===== src/rtl/fcu_pkg.sv =====
package fcu_pkg;
  localparam int HDR_W = 8;
  localparam int DAT_W = 12;
  localparam int MPS_W = 3;
  localparam int MPS_MAX_CODE = 5;
  localparam int MPS_BASE_CR = 8;   // 128 bytes in 16-byte units

  typedef enum logic [0:0] { TRK_LIVE = 1'b0, TRK_AT_ACK = 1'b1 } trk_mode_e;

  function automatic logic [DAT_W-1:0] mps_credits(input logic [MPS_W-1:0] code);
    logic [MPS_W-1:0] c;
    logic [DAT_W-1:0] r;
    c = (int'(code) > MPS_MAX_CODE) ? MPS_W'(MPS_MAX_CODE) : code;
    r = DAT_W'(MPS_BASE_CR) << c;
    return r;
  endfunction
endpackage


===== src/rtl/fcu_credit_track.sv =====
module fcu_credit_track
  import fcu_pkg::*;
#(
  parameter int        W    = 8,
  parameter int        CW   = 1,
  parameter trk_mode_e MODE = TRK_LIVE
)(
  input  logic          clk,
  input  logic          rst_n,
  input  logic [W-1:0]  cap,
  input  logic          use_vld,
  input  logic [CW-1:0] use_cnt,
  input  logic          free_vld,
  input  logic [CW-1:0] free_cnt,
  input  logic [W-1:0]  need,
  input  logic          ack,
  input  logic [W-1:0]  ack_lim,
  output logic [W-1:0]  alloc,
  output logic          freed,
  output logic          lack
);
  logic         inf_q;
  logic [W-1:0] cons_q, alloc_q, base_q;

  always_ff @(posedge clk) begin
    if (!rst_n) begin
      inf_q   <= (cap == '0);
      cons_q  <= '0;
      alloc_q <= cap;
      base_q  <= cap;
    end else begin
      if (!inf_q && use_vld)  cons_q  <= cons_q + W'(use_cnt);
      if (!inf_q && free_vld) alloc_q <= alloc_q + W'(free_cnt);
      if (ack)                base_q  <= ack_lim;
    end
  end

  assign alloc = alloc_q;
  assign freed = (alloc_q != base_q);

  generate
    if (MODE == TRK_LIVE) begin : g_live
      // remaining grant seen by the sender, re-evaluated every cycle
      logic [W-1:0] remain;
      assign remain = base_q - cons_q;
      assign lack   = !inf_q && (remain < need);
    end else begin : g_at_ack
      // grant judged once, when it is handed over
      logic         lack_q;
      logic [W-1:0] granted;
      assign granted = ack_lim - cons_q;
      always_ff @(posedge clk) begin
        if (!rst_n)   lack_q <= 1'b0;
        else if (ack) lack_q <= !inf_q && (granted < need);
      end
      assign lack = lack_q;
    end
  endgenerate
endmodule


===== src/rtl/fcu_upd_timer.sv =====
module fcu_upd_timer #(
  parameter int TIMER_CYC = 4096
)(
  input  logic clk,
  input  logic rst_n,
  input  logic restart,
  output logic expired
);
  localparam int TW = $clog2(TIMER_CYC + 1);
  localparam logic [TW-1:0] LAST = TW'(TIMER_CYC - 1);

  logic [TW-1:0] cnt_q;
  logic          exp_q;

  always_ff @(posedge clk) begin
    if (!rst_n || restart) begin
      cnt_q <= '0;
      exp_q <= 1'b0;
    end else if (cnt_q == LAST) begin
      exp_q <= 1'b1;
    end else begin
      cnt_q <= cnt_q + 1'b1;
    end
  end

  assign expired = exp_q;
endmodule


===== src/rtl/fcu_urgency.sv =====
module fcu_urgency (
  input  logic hdr_lack,
  input  logic hdr_freed,
  input  logic dat_lack,
  input  logic dat_freed,
  input  logic tmr_exp,
  output logic any_urg,
  output logic want
);
  logic hdr_urg, dat_urg, tmr_urg;

  assign hdr_urg = hdr_lack && hdr_freed;
  assign dat_urg = dat_lack && dat_freed;
  assign tmr_urg = tmr_exp && !hdr_freed && !dat_freed;
  assign any_urg = hdr_urg || dat_urg || tmr_urg;
  assign want    = any_urg || tmr_exp || hdr_freed || dat_freed;
endmodule


===== src/rtl/fcu_sched.sv =====
module fcu_sched
  import fcu_pkg::*;
#(
  parameter int HDR_BITS  = fcu_pkg::HDR_W,
  parameter int DAT_BITS  = fcu_pkg::DAT_W,
  parameter int CNT_W     = 6,
  parameter int TIMER_CYC = 4096
)(
  input  logic                clk,
  input  logic                rst_n,
  input  logic [HDR_BITS-1:0] cfg_hdr_cap,
  input  logic [DAT_BITS-1:0] cfg_dat_cap,
  input  logic [MPS_W-1:0]    cfg_mps,
  input  logic                hdr_use,
  input  logic                hdr_free,
  input  logic                dat_use_vld,
  input  logic [CNT_W-1:0]    dat_use_cnt,
  input  logic                dat_free_vld,
  input  logic [CNT_W-1:0]    dat_free_cnt,
  output logic                upd_valid,
  input  logic                upd_ready,
  output logic                upd_hipri,
  output logic [HDR_BITS-1:0] upd_hdr_lim,
  output logic [DAT_BITS-1:0] upd_dat_lim,
  output logic                upd_idle
);
  localparam logic [HDR_BITS-1:0] HDR_NEED = HDR_BITS'(1);

  logic                ack;
  logic [HDR_BITS-1:0] hdr_alloc;
  logic [DAT_BITS-1:0] dat_alloc, dat_need;
  logic                hdr_freed, hdr_lack, dat_freed, dat_lack;
  logic                tmr_exp, any_urg, want;

  logic                valid_q, hipri_q;
  logic [HDR_BITS-1:0] hlim_q;
  logic [DAT_BITS-1:0] dlim_q;

  assign ack      = valid_q && upd_ready;
  assign dat_need = DAT_BITS'(mps_credits(cfg_mps));

  fcu_credit_track #(.W(HDR_BITS), .CW(1), .MODE(TRK_LIVE)) u_hdr (
    .clk(clk), .rst_n(rst_n), .cap(cfg_hdr_cap),
    .use_vld(hdr_use), .use_cnt(1'b1),
    .free_vld(hdr_free), .free_cnt(1'b1),
    .need(HDR_NEED), .ack(ack), .ack_lim(hlim_q),
    .alloc(hdr_alloc), .freed(hdr_freed), .lack(hdr_lack)
  );

  fcu_credit_track #(.W(DAT_BITS), .CW(CNT_W), .MODE(TRK_AT_ACK)) u_dat (
    .clk(clk), .rst_n(rst_n), .cap(cfg_dat_cap),
    .use_vld(dat_use_vld), .use_cnt(dat_use_cnt),
    .free_vld(dat_free_vld), .free_cnt(dat_free_cnt),
    .need(dat_need), .ack(ack), .ack_lim(dlim_q),
    .alloc(dat_alloc), .freed(dat_freed), .lack(dat_lack)
  );

  fcu_upd_timer #(.TIMER_CYC(TIMER_CYC)) u_tmr (
    .clk(clk), .rst_n(rst_n), .restart(ack), .expired(tmr_exp)
  );

  fcu_urgency u_urg (
    .hdr_lack(hdr_lack), .hdr_freed(hdr_freed),
    .dat_lack(dat_lack), .dat_freed(dat_freed),
    .tmr_exp(tmr_exp), .any_urg(any_urg), .want(want)
  );

  always_ff @(posedge clk) begin
    if (!rst_n) begin
      valid_q <= 1'b0;
      hipri_q <= 1'b0;
      hlim_q  <= '0;
      dlim_q  <= '0;
    end else if (ack) begin
      valid_q <= 1'b0;
      hipri_q <= 1'b0;
    end else if (!valid_q && want) begin
      valid_q <= 1'b1;
      hipri_q <= any_urg;
      hlim_q  <= hdr_alloc;
      dlim_q  <= dat_alloc;
    end
  end

  assign upd_valid   = valid_q;
  assign upd_hipri   = hipri_q;
  assign upd_hdr_lim = hlim_q;
  assign upd_dat_lim = dlim_q;
  assign upd_idle    = !any_urg;
endmodule


===== config.mk =====
export PLATFORM = sky130hd
export DESIGN_NAME = fcu_sched
export DESIGN_NICKNAME = d
export VERILOG_FILES = /design/src/rtl/fcu_pkg.sv /design/src/rtl/fcu_credit_track.sv /design/src/rtl/fcu_upd_timer.sv /design/src/rtl/fcu_urgency.sv /design/src/rtl/fcu_sched.sv
export SDC_FILE = /design/constraint.sdc
export NUM_CORES = 1
export LEC_CHECK = 0
export BUFFER_PORTS_ARGS = -buffer_cell sky130_fd_sc_hd__buf_2
export CAP_MARGIN = 40
export CORE_MARGIN = 2
export CORE_UTILIZATION = 50
export DETAILED_ROUTE_END_ITERATION = 8
export PLACE_DENSITY = 0.82
export RECOVER_POWER = 50
export SETUP_SLACK_MARGIN = 0.2
export SYNTH_ARGS = -nofsm -noshare
export SYNTH_HDL_FRONTEND = slang
export SYNTH_SLANG_ARGS = --single-unit

===== constraint.sdc =====
create_clock -name clk -period 3.45 [get_ports clk]
set_input_delay 0.1725 -clock clk [delete_from_list [all_inputs] [get_ports clk]]
set_output_delay 0.1725 -clock clk [all_outputs]
set_load 0.01 [all_outputs]

## Word-level counts from Yosys, hierarchy flattened

Index checks and enable logic that the tools add are counted.
W data, S select, Z words.

| word-level totals | value |
|---|---|
| register bits | 99 |
| bits of input ports | 42 |
| output and inout bits | 23 |
| word-level logic and storage cells | 72 |

| cells by class | value |
|---|---|
| $add $sub $neg | 7 |
| magnitude comparators | 3 |
| equality and inequality tests | 6 |
| shift operators | 1 |
| mux-type cells | 9 |
| bitwise operators | 2 |
| reduce and logical (&&, ||, !) cells | 29 |

Operator list:

| kind | number |
|---|---|
| $mux W12 | 4 |
| $mux W8 | 4 |
| $add A12 B6 Y12 | 2 |
| $add A8 B1 Y8 const B | 2 |
| $add A13 B1 Y13 const B | 1 |
| $eq A13 B12 Y1 const B | 1 |
| $logic_and A1 B1 Y1 | 12 |
| $logic_not A12 Y1 | 1 |
| $lt A12 B12 Y1 | 1 |
| $ne A12 B12 Y1 | 1 |
| $shl A4 B3 Y12 const A | 1 |
| $sub A12 B12 Y12 | 1 |
| $logic_not A8 Y1 | 1 |
| $lt A8 B1 Y1 const B | 1 |
| $ne A8 B8 Y1 | 1 |
| $sub A8 B8 Y8 | 1 |
| $logic_not A1 Y1 | 7 |
| $logic_or A1 B1 Y1 | 6 |
| $ne A2 B1 Y1 const B | 3 |
| $gt A3 B3 Y1 const B | 1 |
| $mux W3 | 1 |
| $not A1 Y1 | 2 |
| $reduce_and A2 Y1 | 1 |
| $reduce_or A2 Y1 | 1 |

## Logic depth before layout (Yosys ltp)

Gate-level depths: netlist (run 1).

| logic depth | value |
|---|---|
| depth in word-level cells | 11 |
| gate-level depth with buffers | 14 |
| gate-level depth less buffers | 14 |

## By module

Synthesis (run 1) repeated with hierarchy kept, for this count alone.

| second synthesis, totals | value |
|---|---|
| cell total of the unflattened synthesis | 691 |
| area total of the unflattened synthesis | 6481.2 um2 |

Modules (own cells, without submodules):

| module | times used | cells an instance | area each (um2) | seq. area each (um2) |
|---|---|---|---|---|
| fcu_credit_track at u_dat | 1 | 330 | 3031.7 | 1011.0 |
| fcu_credit_track at u_hdr | 1 | 183 | 1798.0 | 670.6 |
| fcu_sched | 1 | 106 | 978.4 | 440.4 |
| fcu_upd_timer | 1 | 69 | 649.4 | 280.3 |
| fcu_urgency | 1 | 3 | 23.8 | 0.0 |

## Least setup slack after synthesis (run 1)

No wires, ideal clock.

| timing path | value |
|---|---|
| path kind | reg-to-reg |
| start | register u_dat.cons_q[1] |
| end | register u_dat.g_at_ack.lack_q, in the netlist u_dat.lack |
| setup time | 87 ps |
| arrival | 2465 ps |
| required time | 3363 ps |
| setup slack | 898 ps |
| cell stages (with the launch flop) | 12 |
| buffers on the path | 0 |
| period minus slack after synthesis | 2552 ps |
| path through | dfxtp_1 inv_1 ha_1 nand2_1 o21ai_1 a31oi_2 o211a_1 o21bai_1 xnor2_1 ha_1 or4_1 o31ai_1 |

| on the way | value |
|---|---|
| word-level cells in the longest chain between the ends | 3 |

Ends and longest elaborated chain:

| element | line | source |
|---|---|---|
| start, declared | fcu_credit_track.sv:23 | `logic [W-1:0] cons_q, alloc_q, base_q;` |
| start signal, assigned | fcu_credit_track.sv:32 | `if (!inf_q && use_vld) cons_q <= cons_q + W'(use_cnt);` |
| $sub A12 B12 Y12 | fcu_credit_track.sv:51 | `assign granted = ack_lim - cons_q;` |
| $lt A12 B12 Y1 | fcu_credit_track.sv:54 | `else if (ack) lack_q <= !inf_q && (granted < need);` |
| $logic_and A1 B1 Y1 | fcu_credit_track.sv:54 |  |
| end signal, assigned | fcu_credit_track.sv:54 |  |
| end, declared | fcu_credit_track.sv:49 | `logic lack_q;` |

No other way between the ends.
A chain may end at the register's enable or synchronous reset.

## Worst setup path after layout (run 1)

| timing path | value |
|---|---|
| start | register u_dat.cons_q[6] |
| end | register u_dat.g_at_ack.lack_q, in the netlist u_dat.lack |

The elaborated chain is that of the path after synthesis.

==> results.tsv, run 1 <==
stage	metric	value	unit
routing	dr.first_iter.drc_count	349	
outcome	failed_checks	max-capacitance violations, max-slew violations	
setup_path	worstPathCellList	inv_1 -> ha_1 -> a21oi_1 -> o21ai_0 -> a31oi_2 -> o211a_1 -> o21bai_1 -> xnor2_1 -> ha_1 -> or4_1 -> o31ai_1	
final_layout	drive_above_1_share	13.1	%
synth	ys_seq_area_share	40.7	%
grt	grt_max_degree	57	
synth	yosys_register_bits	99	
placed_design	dp_hpwl	10200	µm
final_layout	final_core_util	57.9	%
synth	synthArstFlopShare	0	%
power_and_ir_drop	p_leak	2.69	nW
clocking	clk-insertion-delay-late	350	ps
clocking	numCtsBuffers	9	
routing	drc	0	
setup_path	path_delay_family	compound AO/OA/AOI/OAI gates	
setup_path	required	3700	ps
grt	antenna_found_initial	0	
setup_path	crit_arrival	3190	ps
synth	ys_types	64	
synth	ys_dominant_reg_cell	dfxtp_1	
sta	min_period	2930	ps
grt	grt_pass1_vias	4810	
sta	setup_tns	0	ps
sta	maxSlewViolCount	57	
setup_path	max_stage_delay	500	ps
outcome	run_status	finished with violations	
placed_design	post-place-cells	815	
grt	grt.overflow.total	0	
sta	slew_headroom	-81.1	%
floorplan	chipHeight	113	µm
floorplan	die_area	12700	µm²
floorplan	die_w	113	µm
power_and_ir_drop	finalPower	3.30	mW
final_layout	num_antenna_cells	0	
clocking	clk_pin_slew_worst_paths	70	ps
placed_design	gp_congestion	0.854	
sta	tightest_slew	2720	ps
final_layout	fin_cells	831	
sta	hold_viol	0	
routing	postRouteAntennaNets	0	
final_layout	regArea	2400	µm²
power_and_ir_drop	p_per_area	496	nW/µm²
sta	rsz0062_at_grt	false	
synth	synth_top_area_share	21.4	%
sta	period_share	85.0	%
floorplan	pin_count	65	
synth	synth.largest_area_cell	edfxtp_1	
synth	synth_area_leaders	edfxtp_1 (21%), dfxtp_1 (19%), ha_1 (8.3%)	
synth	yosys_warnings	0	
power_and_ir_drop	ir_drop	0.228	mV
final_layout	final_nets	767	
synth	synthCells	620	
grt	grt_util_all_layers	22.6	%
final_layout	synthToLayoutAreaGrowth	12.5	%
clocking	cts-resized-gates	0	
setup_path	reg2reg_from	u_dat.cons_q[6]$_SDFFE_PN0P_	
clocking	hold_buffers	0	
final_layout	multi_input_area	3240	µm²
final_layout	fillers	927	
sta	fin_worst_skew	8.54	ps
synth	synth.avg_cell_area	9.52	µm²
setup_path	crit_buf_inv	1	
clocking	h-tree-depth	3	
routing	drtPass1Iterations	5	
clocking	cts_buffer_depth	2	
job	drv_cap	1	
grt	grt_pass1_wl	23100	µm
routing	viasPerCell	5.78	
sta	setup_viol	0	
min_path	hold_start	cfg_hdr_cap[0]	
floorplan	rows	39	
placed_design	port_buffers	64	
setup_path	end_kind	flop	
setup_path	worstSetupPathType	reg2reg	
synth	syn-cell-area	5900	µm²
clocking	cts_tree	built	
setup_path	cpMostUsedCell	ha_1	
floorplan	fp.coreArea	11500	µm²
synth	synth_edf_count	42	
setup_path	slowest_stage	or4_1	
sta	max_freq	341	MHz
setup_path	path_max_fanout	5	
clocking	cts.sink_count	99	
routing	wirelength	13900	µm
clocking	clockRootBuffer	clkbuf_16	
routing	wl_per_cell	16.7	µm
setup_path	crit_start	u_dat.cons_q[6]$_SDFFE_PN0P_	
min_path	hold_path_class	in2reg	
clocking	cts_setup_buffers	0	
setup_path	cp-start-kind	flop	
floorplan	initial_core_util	51.5	%
routing	via_count	4806	
## cells by family (layout without fill, tap and decap cells)
group | Yosys count | in the layout | share of synthesized area [%]
buffers and inverters | 63 | 130 | 4.54
other | 1 | 2 | 0.0635
muxes | 40 | 40 | 7.17
adders and majority gates | 42 | 42 | 9.29
xor gates and xnor gates | 62 | 62 | 9.46
DFF | 99 | 99 | 40.7
AOI/OAI and AO/OA | 109 | 109 | 12.0
and+or+nand+nor | 204 | 204 | 16.7
## through the flow
| step | hold WS [ps] | setup slack, ps | cell area [µm²] |
|---|---|---|---|
| floorplan | 362 | 898 | 5910 |
| global placement | 444 | 737 | 6330 |
| detailed placement | 457 | 585 | 6350 |
| CTS | 131 | 566 | 6680 |
| global route | 157 | 360 | 6640 |
| finish | 130 | 519 | 6640 |
## routing by layer
| metal | global-route usage (%) | vias up | part of all wire (%) |
|---|---|---|---|
| met2 | 38.7 | 157 | 50 |
| met4 | 9.11 | 0 | 2.1 |
| li1 | - | 2305 | - |
| met3 | 3.13 | 30 | 6.4 |
| met1 | 28.7 | 2314 | 42 |
| met5 | 0 | - | 0 |
## power by group
| group | switching [mW] | leakage [nW] | internal (mW) |
|---|---|---|---|
| sequential | 0.109 | 0.889 | 1.33 |
| clock | 0.464 | 0.152 | 0.641 |
| combinational | 0.417 | 1.65 | 0.337 |
| total | 0.989 | 2.69 | 2.31 |
## cells in the final DEF (no fill, tap or decap), types with 10 or more instances in the layout
master	instances
ha_1	39
inv_1	44
xor2_1	19
nand2_1	57
mux2_2	14
mux2i_1	25
a21oi_1	34
nor2_1	66
clkbuf_1	28
nor3_1	10
edfxtp_1	42
xnor2_1	41
o21ai_0	23
dfxtp_1	57
buf_2	39
nand3_1	13
## flip-flops by register name (all words and copies together), names as in the netlist
name and count:
upd_hipri 1, u_hdr.alloc 8, upd_dat_lim 12, u_tmr.cnt_q 13, u_dat.alloc 12, u_hdr.base_q 8
upd_valid 1, u_dat.cons_q 12, u_hdr.inf_q 1, u_hdr.cons_q 8, u_dat.base_q 12, u_dat.lack 1
u_dat.inf_q 1, upd_hdr_lim 8, u_tmr.expired 1
## worst reg2reg max path, delay by kind of cell, from the launching register on
family	cells	cell delay, ps
AOI/OAI and AO/OA	6	1240
xor gates and xnor gates	1	130
adders and majority gates	2	520
buffers and inverters	1	100
DFF	1	340
and+or+nand+nor	1	500
## layout make-up
type | instances | area share, %
Timing Repair Buffer | 70 | 4.98
Clock buffer | 9 | 3.39
Sequential cell | 99 | 36.2
Inverter | 44 | 2.49
Multi-Input combinational cell | 459 | 48.7
Tap cell | 143 | 2.70
Clock inverter | 7 | 1.53
## path summary, 6_finish.rpt
check	to	slack (ps)	cells after the start
worst max-delay path	u_dat.lack$_SDFFE_PN0P_	520	11
worst min register to register	u_dat.cons_q[10]$_SDFFE_PN0P_	460	2
worst max register to register	u_dat.lack$_SDFFE_PN0P_	520	11
worst min-delay path	u_hdr.base_q[0]$_DFFE_PP_	130	3
## cell usage after synthesis (all sizes together) (2+ instances only)
| cell type | n |
|---|---|
| ha | 39 |
| and2 | 2 |
| nand3 | 13 |
| nor2 | 67 |
| o211a | 2 |
| and3 | 7 |
| o21ai | 27 |
| mux2i | 25 |
| nor3b | 2 |
| clkbuf | 12 |
| o21a | 4 |
| or3 | 5 |
| mux2 | 15 |
| nor3 | 11 |
| a211oi | 3 |
| xnor2 | 43 |
| nand2b | 2 |
| o21bai | 2 |
| or4 | 4 |
| edfxtp | 42 |
| a31oi | 12 |
| inv | 44 |
| nand4 | 11 |
| nor4 | 7 |
| xor2 | 19 |
| and4 | 3 |
| buf | 7 |
| or2 | 3 |
| a21boi | 3 |
| nand2 | 57 |
| nor2b | 8 |
| dfxtp | 57 |
| fa | 3 |
| o31ai | 3 |
| a21oi | 34 |
| a21o | 7 |
Power figures use the tool's default switching activity.
==> inputs of run 2 (changes only) <==
Clock period 3.45 ns to 2.8 ns, I/O delays scaled along.
==> results.tsv, run 2 (synthesis results as in run 1) <==
stage	metric	value	unit
outcome	run_status	finished clean	
setup_path	slowest_stage	dfxtp_1	
min_path	hold_path_class	in2reg	
clocking	hold_buffers	0	
sta	hold_viol	0	
min_path	whs_endpoint	u_dat.base_q[3]$_DFFE_PP_	
floorplan	die_area	12700	µm²
final_layout	synthToLayoutAreaGrowth	16.9	%
setup_path	worstPathCellList	ha_4 -> a21oi_4 -> o21ai_4 -> a21oi_2 -> o21bai_2 -> xor2_1 -> ha_1 -> a21oi_2 -> nor2b_1 -> o211ai_1 -> a31oi_1 -> o31ai_1	
sta	setup_tns	0	ps
placed_design	dp_hpwl	10500	µm
placed_design	port_buffers	64	
setup_path	end_kind	flop	
clocking	clockRootBuffer	clkbuf_16	
floorplan	initial_core_util	51.5	%
sta	tightest_slew	1250	ps
routing	viasPerCell	5.82	
sta	rsz0062_at_grt	true	
sta	max_freq	382	MHz
setup_path	reg2reg_from	upd_dat_lim[2]$_SDFFE_PN0P_	
floorplan	fp.coreArea	11500	µm²
routing	drtPass1Iterations	5	
routing	postRouteAntennaNets	0	
job	drv_cap	0	
min_path	hold_start	cfg_dat_cap[3]	
sta	period_share	93.5	%
setup_path	worstSetupPathType	reg2reg	
final_layout	final_common_cell	nor2_1	
setup_path	cpMostUsedCell	a21oi_2	
clocking	clk_pin_slew_worst_paths	70	ps
min_path	min_path_cells	3	
final_layout	num_antenna_cells	0	
routing	wl_per_cell	17.8	µm
floorplan	pin_count	65	
final_layout	drive_above_1_share	19.9	%
setup_path	max_stage_delay	410	ps
clocking	cts_tree	built	
final_layout	largest_reg_flops	13	
routing	via_count	4921	
sta	fin_worst_skew	6.29	ps
clocking	clk-insertion-delay-late	340	ps
final_layout	most-common-layout-cells	nor2_1 (65), nand2_1 (55), dfxtp_1 (52)	
final_layout	fin_cells	845	
setup_path	rrSetupSlack	180	ps
power_and_ir_drop	p_per_area	587	nW/µm²
grt	antenna_found_initial	0	
clocking	h-tree-depth	3	
floorplan	die_w	113	µm
sta	setup_viol	0	
final_layout	fillers	890	
routing	dr.first_iter.drc_count	387	
sta	slew_headroom	16.5	%
setup_path	crit_start	upd_dat_lim[2]$_SDFFE_PN0P_	
placed_design	gp_congestion	0.858	
setup_path	crit_arrival	2880	ps
grt	grt_max_degree	57	
grt	grt_pass1_vias	4958	
clocking	cts.sink_count	99	
power_and_ir_drop	ir_drop	0.306	mV
sta	maxSlewViolCount	0	
setup_path	required	3060	ps
clocking	numCtsBuffers	9	
grt	grt.overflow.total	0	
sta	min_period	2620	ps
final_layout	largest-register	u_tmr.cnt_q	
floorplan	rows	39	
routing	wirelength	15000	µm
final_layout	final_nets	781	
power_and_ir_drop	p_leak	2.79	nW
routing	drc	0	
floorplan	chipHeight	113	µm
placed_design	post-place-cells	820	
setup_path	path_max_fanout	4	
grt	grt_pass1_wl	24200	µm
setup_path	r2r_cells	12	
grt	grt_util_all_layers	23.6	%
setup_path	cp-start-kind	flop	
clocking	cts_buffer_depth	2	
setup_path	r2r_end	u_dat.lack$_SDFFE_PN0P_	
[run 2: changes by cell type in the layout (fill, tap and decap cells not counted), sizes merged]
cell	previous run	this run
clkinvlp	2	0
bufinv	2	0
clkinv	2	1
clkbuf	37	39
buf	42	59
[run 2: worst max-delay path by stage]
stage | to | slack, ps
2_1_floorplan | u_dat.lack$_SDFFE_PN0P_ | 250
3_3_place_gp | u_dat.lack$_SDFFE_PN0P_ | 150
3_5_place_dp | u_dat.lack$_SDFFE_PN0P_ | 4
4_1_cts | u_dat.lack$_SDFFE_PN0P_ | 180
5_1_grt | u_dat.lack$_SDFFE_PN0P_ | 80
6_report | u_dat.lack$_SDFFE_PN0P_ | 180
[run 2: repair_timing]
item / 4_1_cts / 5_1_grt
pin swaps: 12 / 14
endpoints found under the hold margin: 0 / 0
setup endpoints to repair: 2 / 2
gates cloned: 0 / 0
resized for setup: 8 / 37
buffers inserted: 7 / 2
[run 2: layout make-up]
cell class,instances,area [µm²],area share (%)
sequential,99,2410,34.9
inverter,44,165,2.39
timing repair buffer,84,464,6.73
tap,143,179,2.59
multi-input combinational,459,3420,49.5
clock inverter,2,11.3,0.163
clock buffer,14,254,3.68
[run 2: metal layers]
metal	GRT usage [%]	routed length (µm)	vias to the layer above
li1	-	-	2338
met1	31.3	6430	2405
met2	39.4	7460	142
met3	3.35	771	36
met4	8.86	369	0
met5	0	0	-
[run 2: power by group]
group	internal [mW]	total (mW)	leakage, nW	switching [mW]
clock	0.628	1.16	0.131	0.527
sequential	1.64	1.77	0.891	0.133
combinational	0.528	1.13	1.77	0.600
total	2.79	4.05	2.79	1.26
[run 2: critical path, delay by kind of cell (launching register included)]
kind | cells | cell delay [ps]
XOR/XNOR | 1 | 170
flip-flops | 1 | 410
AND/OR/NAND/NOR | 1 | 60
adder cells (fa/ha/maj) | 2 | 600
AO/OA/AOI/OAI | 8 | 1290
[run 2: metrics by stage]
| stage | setup WS [ps] | area (µm²) | hold WS [ps] | util [%] | total power, mW |
|---|---|---|---|---|---|
| 6_report | 181 | 6900 | 101 | 60.2 | 4.05 |
| 5_1_grt | 83.7 | 6900 | 117 | 60.2 | 4.23 |
| 4_1_cts | 181 | 6780 | 97.4 | 59.2 | 3.93 |
| 3_5_place_dp | 4.45 | 6420 | 448 | 56.0 | 2.74 |
| 3_3_place_gp | 148 | 6370 | 443 | 55.5 | 2.67 |
| 2_1_floorplan | 248 | 5910 | 330 | - | 2.45 |
==> inputs of run 3 (changes only) <==
Settings changed: CORE_ASPECT_RATIO set to 1.5, TNS_END_PERCENT set to 5.
==> results.tsv, run 3 (synthesis results as in run 1) <==
stage	metric	value	unit
clocking	clockRootBuffer	clkbuf_16	
setup_path	crit_end	u_dat.lack$_SDFFE_PN0P_	
routing	drc	0	
floorplan	initial_core_util	51.2	%
setup_path	required	3070	ps
final_layout	final_common_cell	nor2_1	
clocking	hold_buffers	0	
grt	grt_pass1_wl	24300	µm
routing	postRouteAntennaNets	0	
floorplan	rows	48	
grt	antenna_found_initial	0	
placed_design	port_buffers	64	
power_and_ir_drop	power_switching	1.29	mW
sta	finalHoldWorstSlack	90.2	ps
power_and_ir_drop	power_frac_clock	32.0	%
routing	via_count	4861	
final_layout	drive_above_1_share	18.3	%
final_layout	final_nets	778	
sta	min_period	2630	ps
placed_design	post-place-cells	825	
final_layout	largest-register	u_tmr.cnt_q	
grt	grt_pass1_vias	5083	
floorplan	die_w	92.7	µm
final_layout	most-common-layout-cells	nor2_1 (64), nand2_1 (55), dfxtp_1 (55)	
power_and_ir_drop	p_sw_share	30.6	%
floorplan	die_area	12700	µm²
setup_path	path_max_fanout	3	
floorplan	pin_count	65	
clocking	cts_buffer_depth	2	
sta	fin_worst_skew	6.66	ps
placed_design	place_area	6400	µm²
placed_design	gp_congestion	0.905	
clocking	cts_tree	built	
setup_path	max_stage_delay	350	ps
sta	hold_viol	0	
sta	max_freq	380	MHz
setup_path	end_kind	flop	
final_layout	fin_cells	848	
routing	dr.first_iter.drc_count	265	
sta	setup_viol	0	
final_layout	final_core_util	59.9	%
min_path	hold_path_class	in2reg	
floorplan	chipHeight	137	µm
final_layout	largest_reg_flops	13	
clocking	clk_pin_slew_worst_paths	70	ps
routing	wl_per_cell	17.6	µm
final_layout	fin_area	6910	µm²
setup_path	crit_arrival	2900	ps
floorplan	fp.coreArea	11500	µm²
power_and_ir_drop	p_leak	2.79	nW
power_and_ir_drop	p_per_area	610	nW/µm²
setup_path	r2r_end	u_dat.lack$_SDFFE_PN0P_	
job	drv_cap	0	
setup_path	crit_start	u_dat.cons_q[2]$_SDFFE_PN0P_	
sta	rsz0062_at_grt	true	
clocking	cts.sink_count	99	
sta	slew_headroom	42.1	%
routing	wirelength	14900	µm
clocking	h-tree-depth	3	
outcome	run_status	finished clean	
grt	grt.overflow.total	0	
routing	viasPerCell	5.73	
final_layout	synthToLayoutAreaGrowth	17.0	%
setup_path	r2r_cells	13	
power_and_ir_drop	combPwrFrac	26.1	%
clocking	clk-insertion-delay-late	350	ps
power_and_ir_drop	p_seq_share	41.9	%
setup_path	cpMostUsedCell	buf_4	
sta	period_share	93.9	%
clocking	numCtsBuffers	9	
setup_path	worstSetupPathType	reg2reg	
power_and_ir_drop	finalPower	4.22	mW
sta	maxSlewViolCount	0	
setup_path	slowest_stage	dfxtp_2	
sta	tightest_slew	869	ps
power_and_ir_drop	p_int	2.92	mW
grt	grt_util_all_layers	24.5	%
routing	drtPass1Iterations	5	
grt	grt_max_degree	44	
setup_path	cp-start-kind	flop	
setup_path	reg2reg_from	u_dat.cons_q[2]$_SDFFE_PN0P_	
setup_path	worstPathCellList	inv_2 -> ha_4 -> nand2_2 -> o21ai_4 -> a31oi_4 -> o211a_1 -> buf_4 -> buf_4 -> xnor2_1 -> ha_1 -> a211oi_2 -> a31oi_2 -> o31ai_2	
placed_design	dp_hpwl	10900	µm
power_and_ir_drop	ir_drop	0.425	mV
final_layout	num_antenna_cells	0	
setup_path	rrSetupSlack	170	ps
## run 3: final cells by class
class / instances / area, µm²
multi-input cells: 459 / 3400
flip-flops and latches: 99 / 2410
clock inverters: 6 / 88.8
clock buffers: 9 / 225
inverters: 44 / 168
fillers: 979 / 4620
well taps: 150 / 188
repair buffers: 81 / 432
## run 3: worst max-delay path, delay by kind of cell (launching register included)
family          cells  cell delay (ps)
fa+ha+maj           2              520
simple gates        1               70
xor+xnor            1              130
buf+inv             3              320
compound gates      6             1160
flops               1              350
## run 3: worst min-delay path by stage
stage | slack, ps | to | cells past startpoint | from
floorplan | 330 | u_dat.alloc[4]$_DFFE_PP_ | 1 | cfg_dat_cap[4]
global placement | 440 | u_hdr.alloc[1]$_DFFE_PP_ | 3 | cfg_hdr_cap[1]
detailed placement | 450 | u_hdr.alloc[1]$_DFFE_PP_ | 3 | cfg_hdr_cap[1]
CTS | 80 | u_hdr.alloc[1]$_DFFE_PP_ | 3 | cfg_hdr_cap[1]
global route | 120 | u_dat.alloc[4]$_DFFE_PP_ | 2 | cfg_dat_cap[4]
finish | 90 | u_hdr.alloc[1]$_DFFE_PP_ | 3 | cfg_hdr_cap[1]
## run 3: per-stage QoR
step,TNS (ps),setup WS (ps)
3_3_place_gp,0,102
2_1_floorplan,0,248
4_1_cts,0,159
3_5_place_dp,-67.4,-67.4
5_1_grt,0,101
6_report,0,172
## run 3: repair_timing
item                                    4_1_cts  5_1_grt
resized for setup                            17       24
buffers inserted                              5        3
pin swaps                                     7       14
endpoints found under the setup margin        2        3
cloned                                        0        0
## run 3: power groups by stage
stage          registers (mW)  clock network (mW)  logic, mW
3_3_place_gp             1.78                   0      0.892
3_5_place_dp             1.79                   0      0.948
6_report                 1.77                1.35       1.10
2_1_floorplan            1.76                   0      0.692
5_1_grt                  1.78                1.41       1.21
4_1_cts                  1.76                1.36       1.03
## run 3: routing by layer
| metal | up-vias | share of wire [%] | wire length, µm | track usage (%) |
|---|---|---|---|---|
| met5 | - | 0 | 0 | 0 |
| met4 | 0 | 4.9 | 735 | 16.0 |
| met3 | 55 | 4.4 | 663 | 3.80 |
| met2 | 159 | 53 | 8000 | 44.6 |
| met1 | 2315 | 37 | 5550 | 26.1 |
| li1 | 2332 | - | - | - |
